### src/rtl/srx_pkg.sv
package srx_pkg;

  typedef enum logic [1:0] {
    PM_ODD   = 2'b00,
    PM_SPACE = 2'b01,
    PM_EVEN  = 2'b10,
    PM_MARK  = 2'b11
  } par_mode_e;

  typedef enum logic [1:0] {
    ST_IDLE,
    ST_DATA,
    ST_PAR,
    ST_STOP
  } rx_st_e;

  // Parity bit the sender should have put on the line, given the XOR of the data.
  function automatic logic expect_parity(input logic data_xor, input par_mode_e mode);
    logic p;
    case (mode)
      PM_ODD:   p = ~data_xor;
      PM_SPACE: p = 1'b0;
      PM_EVEN:  p = data_xor;
      default:  p = 1'b1;
    endcase
    return p;
  endfunction

endpackage

### src/rtl/srx_bit_timer.sv
module srx_bit_timer #(
  parameter int OVS = 16
) (
  input  logic clk,
  input  logic rst_n,
  input  logic tick,
  input  logic sync_mode,
  input  logic hold,
  input  logic hunt,
  input  logic line,
  input  logic release_i,
  output logic bit_stb,
  output logic bit_val
);
  localparam int CW       = $clog2(OVS);
  localparam int HALF_LIM = OVS / 2 - 1;
  localparam int FULL_LIM = OVS - 1;

  logic          armed;
  logic          first;
  logic          wait_high;
  logic [CW-1:0] cnt;
  logic [CW-1:0] lim;
  logic          async_stb;

  assign lim       = first ? CW'(HALF_LIM) : CW'(FULL_LIM);
  assign async_stb = armed && tick && (cnt == lim);
  assign bit_stb   = !hold && (sync_mode ? tick : async_stb);
  assign bit_val   = line;

  always_ff @(posedge clk or negedge rst_n) begin
    if (!rst_n) begin
      armed     <= 1'b0;
      first     <= 1'b0;
      wait_high <= 1'b0;
      cnt       <= '0;
    end else if (hold || sync_mode) begin
      armed     <= 1'b0;
      first     <= 1'b0;
      wait_high <= 1'b0;
      cnt       <= '0;
    end else if (tick) begin
      if (!armed) begin
        if (wait_high) begin
          if (line) wait_high <= 1'b0;
        end else if (hunt && !line) begin
          armed <= 1'b1;
          first <= 1'b1;
          cnt   <= CW'(1);
        end
      end else if (cnt == lim) begin
        cnt   <= '0;
        first <= 1'b0;
        if (release_i) begin
          armed     <= 1'b0;
          wait_high <= !line;
        end
      end else begin
        cnt <= cnt + 1'b1;
      end
    end
  end

endmodule

### src/rtl/srx_deframer.sv
module srx_deframer
  import srx_pkg::*;
#(
  parameter int DATA_W = 8
) (
  input  logic              clk,
  input  logic              rst_n,
  input  logic              hold,
  input  logic              bit_stb,
  input  logic              bit_val,
  input  logic              par_en,
  input  logic              zs_eff,
  output logic              hunt,
  output logic              release_o,
  output logic              char_end,
  output logic [DATA_W-1:0] word,
  output logic              pbit
);
  localparam int IW = $clog2(DATA_W);

  rx_st_e        st;
  logic [IW-1:0] idx;
  logic          last_data;
  logic          chain;

  assign last_data = (idx == IW'(DATA_W - 1));
  assign hunt      = (st == ST_IDLE);
  assign char_end  = bit_stb && (st == ST_STOP);
  assign chain     = char_end && zs_eff && !bit_val;
  assign release_o = bit_stb && (((st == ST_IDLE) && bit_val) || (char_end && !chain));

  always_ff @(posedge clk or negedge rst_n) begin
    if (!rst_n) begin
      st   <= ST_IDLE;
      idx  <= '0;
      word <= '0;
      pbit <= 1'b0;
    end else if (hold) begin
      st  <= ST_IDLE;
      idx <= '0;
    end else if (bit_stb) begin
      unique case (st)
        ST_IDLE: begin
          if (!bit_val) begin
            st   <= ST_DATA;
            idx  <= '0;
            pbit <= 1'b0;
          end
        end
        ST_DATA: begin
          word <= {bit_val, word[DATA_W-1:1]};
          if (last_data) begin
            idx <= '0;
            st  <= par_en ? ST_PAR : ST_STOP;
          end else begin
            idx <= idx + 1'b1;
          end
        end
        ST_PAR: begin
          pbit <= bit_val;
          st   <= ST_STOP;
        end
        default: begin
          if (chain) begin
            st   <= ST_DATA;
            idx  <= IW'(1);
            pbit <= 1'b0;
            word <= {1'b0, word[DATA_W-1:1]};
          end else begin
            st <= ST_IDLE;
          end
        end
      endcase
    end
  end

endmodule

### src/rtl/srx_status.sv
module srx_status
  import srx_pkg::*;
#(
  parameter int DATA_W = 8
) (
  input  logic              clk,
  input  logic              rst_n,
  input  logic              hold,
  input  logic              char_end,
  input  logic              stop_bit,
  input  logic [DATA_W-1:0] word,
  input  logic              pbit,
  input  logic              par_en,
  input  logic [1:0]        par_mode,
  input  logic              zs_eff,
  output logic [DATA_W-1:0] rx_data,
  output logic              rx_valid,
  output logic              err_parity,
  output logic              err_frame,
  output logic              brk
);
  logic prev_zns;
  logic zero_char;
  logic no_stop;
  logic exp_p;
  logic brk_now;

  assign zero_char = (word == '0) && !(par_en && pbit);
  assign no_stop   = !stop_bit;
  assign exp_p     = expect_parity(^word, par_mode_e'(par_mode));
  assign brk_now   = zero_char && no_stop && (!zs_eff || prev_zns);

  always_ff @(posedge clk or negedge rst_n) begin
    if (!rst_n) begin
      rx_data    <= '0;
      rx_valid   <= 1'b0;
      err_parity <= 1'b0;
      err_frame  <= 1'b0;
      brk        <= 1'b0;
      prev_zns   <= 1'b0;
    end else begin
      rx_valid <= 1'b0;
      if (hold) begin
        prev_zns <= 1'b0;
      end else if (char_end) begin
        rx_data    <= word;
        rx_valid   <= 1'b1;
        err_parity <= par_en && (pbit != exp_p);
        err_frame  <= no_stop;
        brk        <= brk_now;
        prev_zns   <= zero_char && no_stop;
      end
    end
  end

endmodule

### src/rtl/serial_rx_core.sv
module serial_rx_core #(
  parameter int DATA_W = 8,
  parameter int OVS    = 16
) (
  input  logic              clk,
  input  logic              rst_n,
  input  logic              clk_en,
  input  logic              rx_line,
  input  logic              tx_active,
  input  logic              cfg_sync,
  input  logic              cfg_zero_stop,
  input  logic              cfg_par_en,
  input  logic [1:0]        cfg_par_mode,
  input  logic              cfg_gate_tx,
  output logic [DATA_W-1:0] rx_data,
  output logic              rx_valid,
  output logic              err_parity,
  output logic              err_frame,
  output logic              brk
);
  logic              hold;
  logic              zs_eff;
  logic              bit_stb;
  logic              bit_val;
  logic              hunt;
  logic              release_w;
  logic              char_end;
  logic [DATA_W-1:0] word;
  logic              pbit;

  assign hold   = cfg_gate_tx && tx_active;
  assign zs_eff = cfg_sync && cfg_zero_stop;

  srx_bit_timer #(.OVS(OVS)) u_timer (
    .clk       (clk),
    .rst_n     (rst_n),
    .tick      (clk_en),
    .sync_mode (cfg_sync),
    .hold      (hold),
    .hunt      (hunt),
    .line      (rx_line),
    .release_i (release_w),
    .bit_stb   (bit_stb),
    .bit_val   (bit_val)
  );

  srx_deframer #(.DATA_W(DATA_W)) u_deframe (
    .clk       (clk),
    .rst_n     (rst_n),
    .hold      (hold),
    .bit_stb   (bit_stb),
    .bit_val   (bit_val),
    .par_en    (cfg_par_en),
    .zs_eff    (zs_eff),
    .hunt      (hunt),
    .release_o (release_w),
    .char_end  (char_end),
    .word      (word),
    .pbit      (pbit)
  );

  srx_status #(.DATA_W(DATA_W)) u_status (
    .clk        (clk),
    .rst_n      (rst_n),
    .hold       (hold),
    .char_end   (char_end),
    .stop_bit   (bit_val),
    .word       (word),
    .pbit       (pbit),
    .par_en     (cfg_par_en),
    .par_mode   (cfg_par_mode),
    .zs_eff     (zs_eff),
    .rx_data    (rx_data),
    .rx_valid   (rx_valid),
    .err_parity (err_parity),
    .err_frame  (err_frame),
    .brk        (brk)
  );

endmodule

### config.mk
export PLATFORM = sky130hd
export DESIGN_NAME = serial_rx_core
export DESIGN_NICKNAME = d
export VERILOG_FILES = /design/src/rtl/srx_pkg.sv /design/src/rtl/srx_bit_timer.sv /design/src/rtl/srx_deframer.sv /design/src/rtl/srx_status.sv /design/src/rtl/serial_rx_core.sv
export SDC_FILE = /design/constraint.sdc
export NUM_CORES = 1
export LEC_CHECK = 0
export CORE_MARGIN = 4
export CORE_UTILIZATION = 45
export DETAILED_ROUTE_END_ITERATION = 10
export PLACE_DENSITY_LB_ADDON = 0.15
export SKIP_LAST_GASP = 1
export SLEW_MARGIN = 20
export SYNTH_ARGS = -nofsm -noshare
export SYNTH_HDL_FRONTEND = slang
export SYNTH_SLANG_ARGS = --single-unit
export TNS_END_PERCENT = 30
### constraint.sdc
create_clock -name clk -period 3.9 [get_ports clk]
set_input_delay 0.975 -clock clk [delete_from_list [all_inputs] [get_ports clk]]
set_output_delay 0.975 -clock clk [all_outputs]
set_load 0.05 [all_outputs]
Yosys cells after proc, flatten, opt, wreduce, memory -nomap -nowiden:

Cells that the tools add are included.

* output and inout bits: 12
* register bits: 34
* input port bits: 11
* word-level logic and storage cells: 131

* reductions and logical operators: 45
* muxes and demuxes: 51
* add/subtract/negate cells: 2
* bitwise operators: 4
* equal/unequal tests: 15

Operator list (count)
* 1-bit 2-to-1 mux: 29
* 4-bit 2-to-1 mux: 7
* 1-bit logical AND: 17
* 8-bit case mux with 2 select lines: 1
* 3-bit 2-to-1 mux: 5
* 4-bit AND reduction: 3
* 3-bit by 2-bit inequality test with 1-bit output, second input constant: 3
* 3-bit case mux with 3 select lines: 1
* 3-bit AND reduction: 3
* 8-bit zero test: 1
* 2-bit 2-to-1 mux: 4
* 8-bit 2-to-1 mux: 1
* 2-bit nonzero test: 4
* 8-bit XOR reduction: 1
* 2-bit equality test, second input constant: 3
* 3-bit inequality test, second input constant: 2
* 1-bit case mux with 3 select lines: 2
* 2-bit case mux with 3 select lines: 1
* 3-bit nonzero test: 2
* 1-bit zero test: 5
* 5-bit AND reduction: 1
* 4-bit by 1-bit adder with 4-bit output, second input constant: 1
* 2-bit by 1-bit equality test with 1-bit output, second input constant: 2
* 4-bit equality test: 1
* other kinds (10): 17

Logic depth before layout (Yosys ltp):

Gate-level depths: netlist of run 1.

* word-level depth: 17
* mapped depth: 7
* mapped depth without buffers: 6

Modules after synthesis:

A second synthesis of run 1 with hierarchy kept.

* cells, all modules: 191
* area total of the unflattened synthesis: 1933.1 um2

By module, submodules not included
* srx_deframer: times used 1, area each 804.5 um2, cells each 71
* srx_status: times used 1, area each 653.1 um2, cells each 66
* srx_bit_timer: times used 1, area each 462.9 um2, cells each 52
* serial_rx_core: times used 1, area each 12.5 um2, cells each 2

Least setup slack after synthesis of run 1:

Ideal clock, no wire load.

* path kind: input -> register
* from: input rx_line
* to: register u_timer.first
* path buffers: 1
* required time: 3.780 ns
* stages on the path: 5
* arrival time: 1.930 ns
* path slack: 1.850 ns
* path through: clkbuf_1 > nor3b_1 > o21ai_0 > a21oi_1 > o211a_1

* cells in the longest elaborated chain, start to end: 4

Ends and longest elaborated chain
* start, declared: RTL line serial_rx_core.sv:8 `input logic rx_line,`
* 1-bit zero test: RTL line srx_bit_timer.sv:46 `end else if (hunt && !line) begin`
* 1-bit logical AND: RTL line srx_bit_timer.sv:46
* 3-bit nonzero test (no source line)
* 4-bit AND reduction (no source line)
* end signal, assigned: RTL line srx_bit_timer.sv:39 `first <= 1'b0;`
* end signal, assigned: RTL line srx_bit_timer.sv:48 `first <= 1'b1;`
* end signal, assigned: RTL line srx_bit_timer.sv:53 `first <= 1'b0;`
* end, declared: RTL line srx_bit_timer.sv:20 `logic first;`

No other way between the ends.
A chain may end at the register's enable or synchronous reset.

Worst setup path in the final report of run 1:

* from: input clk_en
* to: register u_status.err_parity

* cells in the longest elaborated chain, start to end: 6

Ends and longest elaborated chain
* start, declared: RTL line serial_rx_core.sv:7 `input logic clk_en,`
* 1-bit logical AND (2 in series): RTL line srx_bit_timer.sv:27 `assign async_stb = armed && tick && (cnt == lim);`
* 1-bit 2-to-1 mux *: RTL line srx_bit_timer.sv:28 `assign bit_stb = !hold && (sync_mode ? tick : async_stb);`
* 1-bit logical AND *: RTL line srx_bit_timer.sv:28
* 1-bit logical AND *: RTL line srx_deframer.sv:28 `assign char_end = bit_stb && (st == ST_STOP);`
* 2-bit AND reduction (no source line) *
* end signal, assigned: RTL line srx_status.sv:48 `err_parity <= par_en && (pbit != exp_p);`
* end, declared: RTL line srx_status.sv:18 `output logic err_parity,`

Every way passes the cells marked *; elsewhere a longest branch is shown, timed or not.

==> results.py, run 1 <==
metrics = {
    "grt": {
        "grt_max_degree": 35,
        "grt_usage_pct": 17.9,
        "grt_pass1_wl_mm": 7.44,
        "grt_pass1_vias": 1569,
        "overflow": 0,
        "antenna_found_initial": 0,
    },
    "floorplanning": {
        "rows": 23,
        "initial_core_util_pct": 47.3,
        "fp.dieH_um": 73.3,
        "chipWidth_um": 73.3,
        "dieArea_mm2": 0.00538,
        "core_mm2": 0.00406,
        "io_pins": 23,
    },
    "critical_path": {
        "r2r_start": "u_timer.armed$_DFFE_PN0N_",
        "reg2reg_slack_ps": 1690,
        "path_max_fanout": 14,
        "cp_cell_sequence": "clkdlybuf4s50_1 > nand3_1 > nand2b_1 > o41ai_1",
        "max_stage_delay_ps": 770,
        "r2r-end": "u_deframe.word[1]$_DFFE_PN0P_",
        "setup.worst_path.end": "u_status.err_parity$_DFFE_PN0P_",
        "path_class": "primary input to register",
        "crit_path_end_kind": "register",
        "start_kind": "primary input",
        "worstRegToRegCells": 3,
        "cp-startpoint": "clk_en",
        "crit_arrival_ps": 3050,
        "slowest_stage": "clkdlybuf4s50_1",
        "worstPathRequired_ps": 4070,
    },
    "detailed_routing": {
        "ant_nets": 0,
        "first_iter_violations": 128,
        "post_drt_wl_per_cell_um": 16.5,
        "drtPass1Iterations": 4,
        "wl_met3_um": 237,
        "met1_length_mm": 1.95,
        "drt-vias-per-instance": 5.93,
        "routed_wl_mm": 4.43,
        "dr_wl_met2_mm": 2.17,
        "vias": 1594,
        "dr.max_layer_used": "met4",
        "post-route-drc-count": 0,
    },
    "yosys": {
        "yosysSeqAreaShare_pct": 44.3,
        "synth_area_leaders": "dfrtp_1 44%, o21ai_0 8.6%, ha_1 7.8%",
        "synthArstFlopShare_pct": 100,
        "synthDistinctLibCells": 40,
        "synth_edf_count": 0,
        "syn_nets": 220,
        "syn_area_mm2": 0.00192,
        "yosys.area.top_type": "dfrtp_1",
        "syn-instance-count": 197,
        "synth_common_cells": "34 x dfrtp_1, 33 x o21ai_0, 15 x inv_1, 13 x nand2_1, 12 x ha_1",
        "synth.most_common_cell": "dfrtp_1",
        "ys_ff_latch": 34,
        "synth_top_area_share_pct": 44.3,
        "yosysWarnings": 0,
        "synthFlopType": "dfrtp_1",
        "avgSynthCellArea_um2": 9.75,
    },
    "timing": {
        "slew_viol_final": 0,
        "min_period_ps": 2870,
        "fmax_ghz": 0.348,
        "fin_ws_ps": 1030,
        "fin_crit_sh_pct": 73.6,
        "rsz0062_at_grt": "no",
        "fin_worst_skew_ps": 3.66,
        "tns_ps": 0,
        "tightest_slew_ps": 936,
        "setup_viol": 0,
        "final-hold-violation-count": 0,
        "slew_headroom_pct": 37.6,
    },
    "clock_network": {
        "cts_max_level": 2,
        "cts_resized": 0,
        "cts_buffers": 5,
        "clk_pin_slew_ps": 70,
        "clock-root-buffer": "clkbuf_8",
        "clock_path_buffers": 2,
        "clock_latency_ps": 290,
        "cts_hold_buffers": 0,
        "numClockSinks": 34,
        "cts_setup_buffers": 0,
        "cts_tree": "done",
    },
    "outcome": {
        "status": "complete, no violations",
    },
    "cells_and_area": {
        "antenna_cells": 0,
        "fin_nets": 241,
        "layout-drive-gt1-share_pct": 5.94,
        "syn2layout_area_growth_pct": 17.9,
        "finalCoreUtilization_pct": 55.8,
        "final_cells": 269,
    },
    "pwr": {
        "ir_drop_uv": 317,
        "p_per_area_mw_per_mm2": 548,
        "p_leak_uw": 0.00101,
    },
    "place": {
        "place_congestion": 0.817,
        "dp_slack_ps": 785,
        "place_inst": 261,
        "hpwl_mm": 3.08,
        "port_buffers": 22,
    },
    "worst_hold_path": {
        "hp-class": "register to register",
        "whs_path_depth": 2,
    },
    "run": {
        "maxCapViolCount": 0,
    },
}
==> per-layer routing <==
layer | track usage, % | vias to the layer above
met5 | 0 | -
met4 | 7.65 | 0
met3 | 3.56 | 7
met2 | 28.2 | 47
met1 | 23.8 | 790
li1 | - | 750
==> stage by stage <==
stage,area [µm²],hold slack [ps],total power [µW]
floorplan,1920,498,810
global route,2260,558,1320
global placement,2170,510,955
finish,2260,528,1240
detailed placement,2170,505,968
CTS,2260,528,1250
==> worst min-delay path by stage <==
stage / endpoint / slack [ps] / start
after CTS: u_status.rx_data[3]$_DFFE_PN0P_ / 530 / u_status.rx_data[3]$_DFFE_PN0P_
after global routing: u_status.prev_zns$_DFFE_PN0P_ / 560 / u_status.prev_zns$_DFFE_PN0P_
final: u_status.rx_data[3]$_DFFE_PN0P_ / 530 / u_status.rx_data[3]$_DFFE_PN0P_
after global placement: u_status.err_parity$_DFFE_PN0P_ / 510 / u_status.err_parity$_DFFE_PN0P_
after floorplan: u_deframe.word[0]$_DFFE_PN0P_ / 500 / u_deframe.word[0]$_DFFE_PN0P_
after detailed placement: u_status.err_frame$_DFFE_PN0P_ / 500 / u_status.err_frame$_DFFE_PN0P_
==> registers in the layout, indices dropped and copies added (netlist names) <==
name                 count
u_status.err_parity      1
u_status.prev_zns        1
u_timer.armed            1
u_deframe.word           8
u_status.err_frame       1
u_status.brk             1
u_status.rx_valid        1
u_timer.wait_high        1
u_status.rx_data         8
u_deframe.st             2
u_timer.first            1
u_deframe.pbit           1
u_deframe.idx            3
u_timer.cnt              4
==> logic make-up after synthesis <==
kind of cell,Yosys count,share of synthesized area [%]
flops,34,44.3
buf+inv,24,5.08
simple gates,51,15.3
compound gates,61,19.6
xor+xnor,5,2.67
mux,10,5.21
fa+ha+maj,12,7.82
==> cell usage in the layout, fill, tap and decap left out, types with 2 or more instances in the layout <==
cell type and n:
a211oi_1 2, a21oi_1 10, a41o_1 2, and3_1 3, clkbuf_8 6, clkdlybuf4s50_1 22, dfrtp_1 34, ha_1 12
inv_1 15, mux2i_1 10, nand2_1 13, nand2b_1 4, nand3_1 8, nand3b_1 2, nand4_1 5, nand4b_1 2
nor2_1 5, nor2b_1 2, o211ai_1 2, o21ai_0 33, o311ai_0 2, or4b_1 2, xor2_1 3
==> final cells by class <==
type / instances / area, µm²
tap: 50 / 62.6
inverter: 15 / 56.3
sequential: 34 / 851
clock inverter: 2 / 12.5
clock buffer: 6 / 82.6
timing repair buffer: 23 / 228
multi-input combinational: 139 / 972
fill: 352 / 1790
==> worst max-delay path, delay by kind of cell <==
family | cells | cell delay (ps)
AND/OR/NAND/NOR | 2 | 870
AO/OA/AOI/OAI | 1 | 420
buffers and inverters | 1 | 770
==> report_power, final <==
| group | internal (µW) | switching [µW] |
|---|---|---|
| clock network | 142 | 132 |
| logic | 179 | 321 |
| registers | 417 | 50.4 |
No activity file was read; power rests on OpenSTA's default activity.
==> inputs of run 2 (changes only) <==
- clock period: 3.9 -> 2.35 ns (I/O delays scaled with it)
==> run 2 against run 1 <==
Net effect: non-clock buffer count is 13 higher; routed wire length is 1.4% higher; clock power is 64% higher; clock skew is 3.5 ps higher; cell count is 4.8% higher; global-route usage is 0.61 points higher; die area stayed put; count of clock-buffer cells in the layout stayed put; worst hold slack worse by 13 ps; register-to-register slack worse by 1200 ps; critical path depth is 3 lower; first-iteration DRC count is 12% lower.
==> results.py, run 2 (synthesis gave the netlist of run 1 again) <==
metrics = {
    "floorplanning": {
        "dieArea_mm2": 0.00538,
        "initial_core_util_pct": 47.3,
        "core_mm2": 0.00406,
        "io_pins": 23,
        "chipWidth_um": 73.3,
        "rows": 23,
        "fp.dieH_um": 73.3,
    },
    "grt": {
        "use_met1_pct": 25.1,
        "overflow": 0,
        "grt_use_met3_pct": 3.69,
        "grt_max_degree": 35,
        "antenna_found_initial": 0,
        "grt-busiest-layer": "met2",
        "grt_pass1_vias": 1545,
        "grt_usage_pct": 18.5,
        "grt_use_met2_pct": 30.5,
        "grt_pass1_wl_mm": 7.76,
    },
    "pwr": {
        "p_leak_uw": 0.00107,
        "p_per_area_mw_per_mm2": 877,
        "p_seq_share_pct": 36.7,
        "power.switching_uw": 830,
        "combPwrFrac_pct": 41.7,
        "p_sw_share_pct": 39.9,
        "intPower_uw": 1250,
        "ir_drop_uv": 551,
        "clkPwrFrac_pct": 21.6,
    },
    "place": {
        "place_congestion": 0.782,
        "hpwl_mm": 3.27,
        "port_buffers": 22,
        "dp_slack_ps": 81.1,
    },
    "clock_network": {
        "cts_buffers": 5,
        "numClockSinks": 34,
        "cts_resized": 0,
        "clock-root-buffer": "clkbuf_8",
        "cts_max_level": 2,
        "clock_latency_ps": 280,
        "clock_path_buffers": 2,
        "clk_pin_slew_ps": 70,
        "cts_hold_buffers": 0,
        "cts_setup_buffers": 0,
        "cts_tree": "done",
    },
    "run": {
        "maxCapViolCount": 0,
    },
    "critical_path": {
        "path_max_fanout": 2,
        "path_class": "register to output port",
        "crit_arrival_ps": 1470,
        "crit_path_end_kind": "output port",
        "slowest_stage": "clkdlybuf4s50_1",
        "cp_cell_sequence": "clkdlybuf4s50_1",
        "max_stage_delay_ps": 820,
        "start_kind": "register",
        "worstPathBufferInverterCount": 1,
        "cp_top_family": "buffers and inverters",
        "worstPathRequired_ps": 1760,
    },
    "cells_and_area": {
        "regArea_um2": 851,
        "antenna_cells": 0,
        "syn2layout_area_growth_pct": 23.6,
        "layout-drive-gt1-share_pct": 11.2,
        "multi_input_area_um2": 972,
        "layout_commonest_cell": "dfrtp_1",
        "n_fill_cell": 351,
        "finalCoreUtilization_pct": 58.5,
        "layout_top_registers": "u_deframe.word (8), u_status.rx_data (8), u_timer.cnt (4)",
        "layout_common_cells": "34 x dfrtp_1, 33 x o21ai_0, 22 x clkdlybuf4s50_1, 15 x inv_1",
        "fin_nets": 254,
    },
    "timing": {
        "tightest_slew_ps": 561,
        "setup_viol": 0,
        "slew_headroom_pct": 62.6,
        "min_period_ps": 2060,
        "fin_worst_skew_ps": 7.16,
        "fin_crit_sh_pct": 87.6,
        "tns_ps": 0,
        "fin_ws_ps": 292,
        "fmax_ghz": 0.486,
        "rsz0062_at_grt": "no",
        "final-hold-violation-count": 0,
        "slew_viol_final": 0,
    },
    "detailed_routing": {
        "first_iter_violations": 113,
        "routed_wl_mm": 4.50,
        "vias": 1617,
        "drtPass1Iterations": 4,
        "drt-vias-per-instance": 5.73,
        "ant_nets": 0,
        "post_drt_wl_per_cell_um": 15.9,
        "post-route-drc-count": 0,
    },
    "outcome": {
        "status": "complete, no violations",
    },
    "worst_hold_path": {
        "hp-class": "register to register",
    },
}
run 2: area by class of cell:
type                       instances  share of cell area (%)
tap                               50                    2.63
inverter                          15                    2.37
multi-input combinational        139                    40.9
clock buffer                       6                    3.48
timing repair buffer              36                    14.2
sequential                        34                    35.8
clock inverter                     2                   0.527
run 2: power by group through the flow:
stage                     Sequential [µW]  Clock [µW]  Combinational, µW
after floorplan                       950           0                394
after global placement                766           0                851
after detailed placement              775           0                870
after CTS                             764         463                875
after global routing                  780         490                951
final                                 764         449                869
run 2: routing by layer:
layer / up-vias / share of wire [%]
met4: 0 / 1.2
met3: 8 / 4.2
met2: 36 / 50
li1: 781 / -
met1: 792 / 45
met5: - / 0
run 2: final timing paths:
path / to / cells past startpoint / from / slack [ps]
setup / recovery: rx_data[0] / 1 / u_status.rx_data[0]$_DFFE_PN0P_ / 290
hold / removal: u_status.rx_data[2]$_DFFE_PN0P_ / 2 / u_status.rx_data[2]$_DFFE_PN0P_ / 510
setup reg to reg: u_deframe.idx[2]$_DFFE_PN0P_ / 7 / u_deframe.st[0]$_DFFE_PN0P_ / 450
hold reg to reg: u_status.rx_data[2]$_DFFE_PN0P_ / 2 / u_status.rx_data[2]$_DFFE_PN0P_ / 510
max in group asynchronous: u_deframe.word[7]$_DFFE_PN0P_ / 2 / rst_n / 1320
min in group asynchronous: u_timer.cnt[3]$_DFFE_PN0P_ / 2 / rst_n / 710
run 2: stage by stage:
step / std cells / instance area, µm² / total power, µW / hold slack, ps
floorplan: 197 / 1920 / 1340 / 292
global placement: 274 / 2280 / 1620 / 493
detailed placement: 274 / 2280 / 1640 / 496
CTS: 282 / 2370 / 2100 / 522
global route: 282 / 2370 / 2220 / 545
finish: 282 / 2370 / 2080 / 515
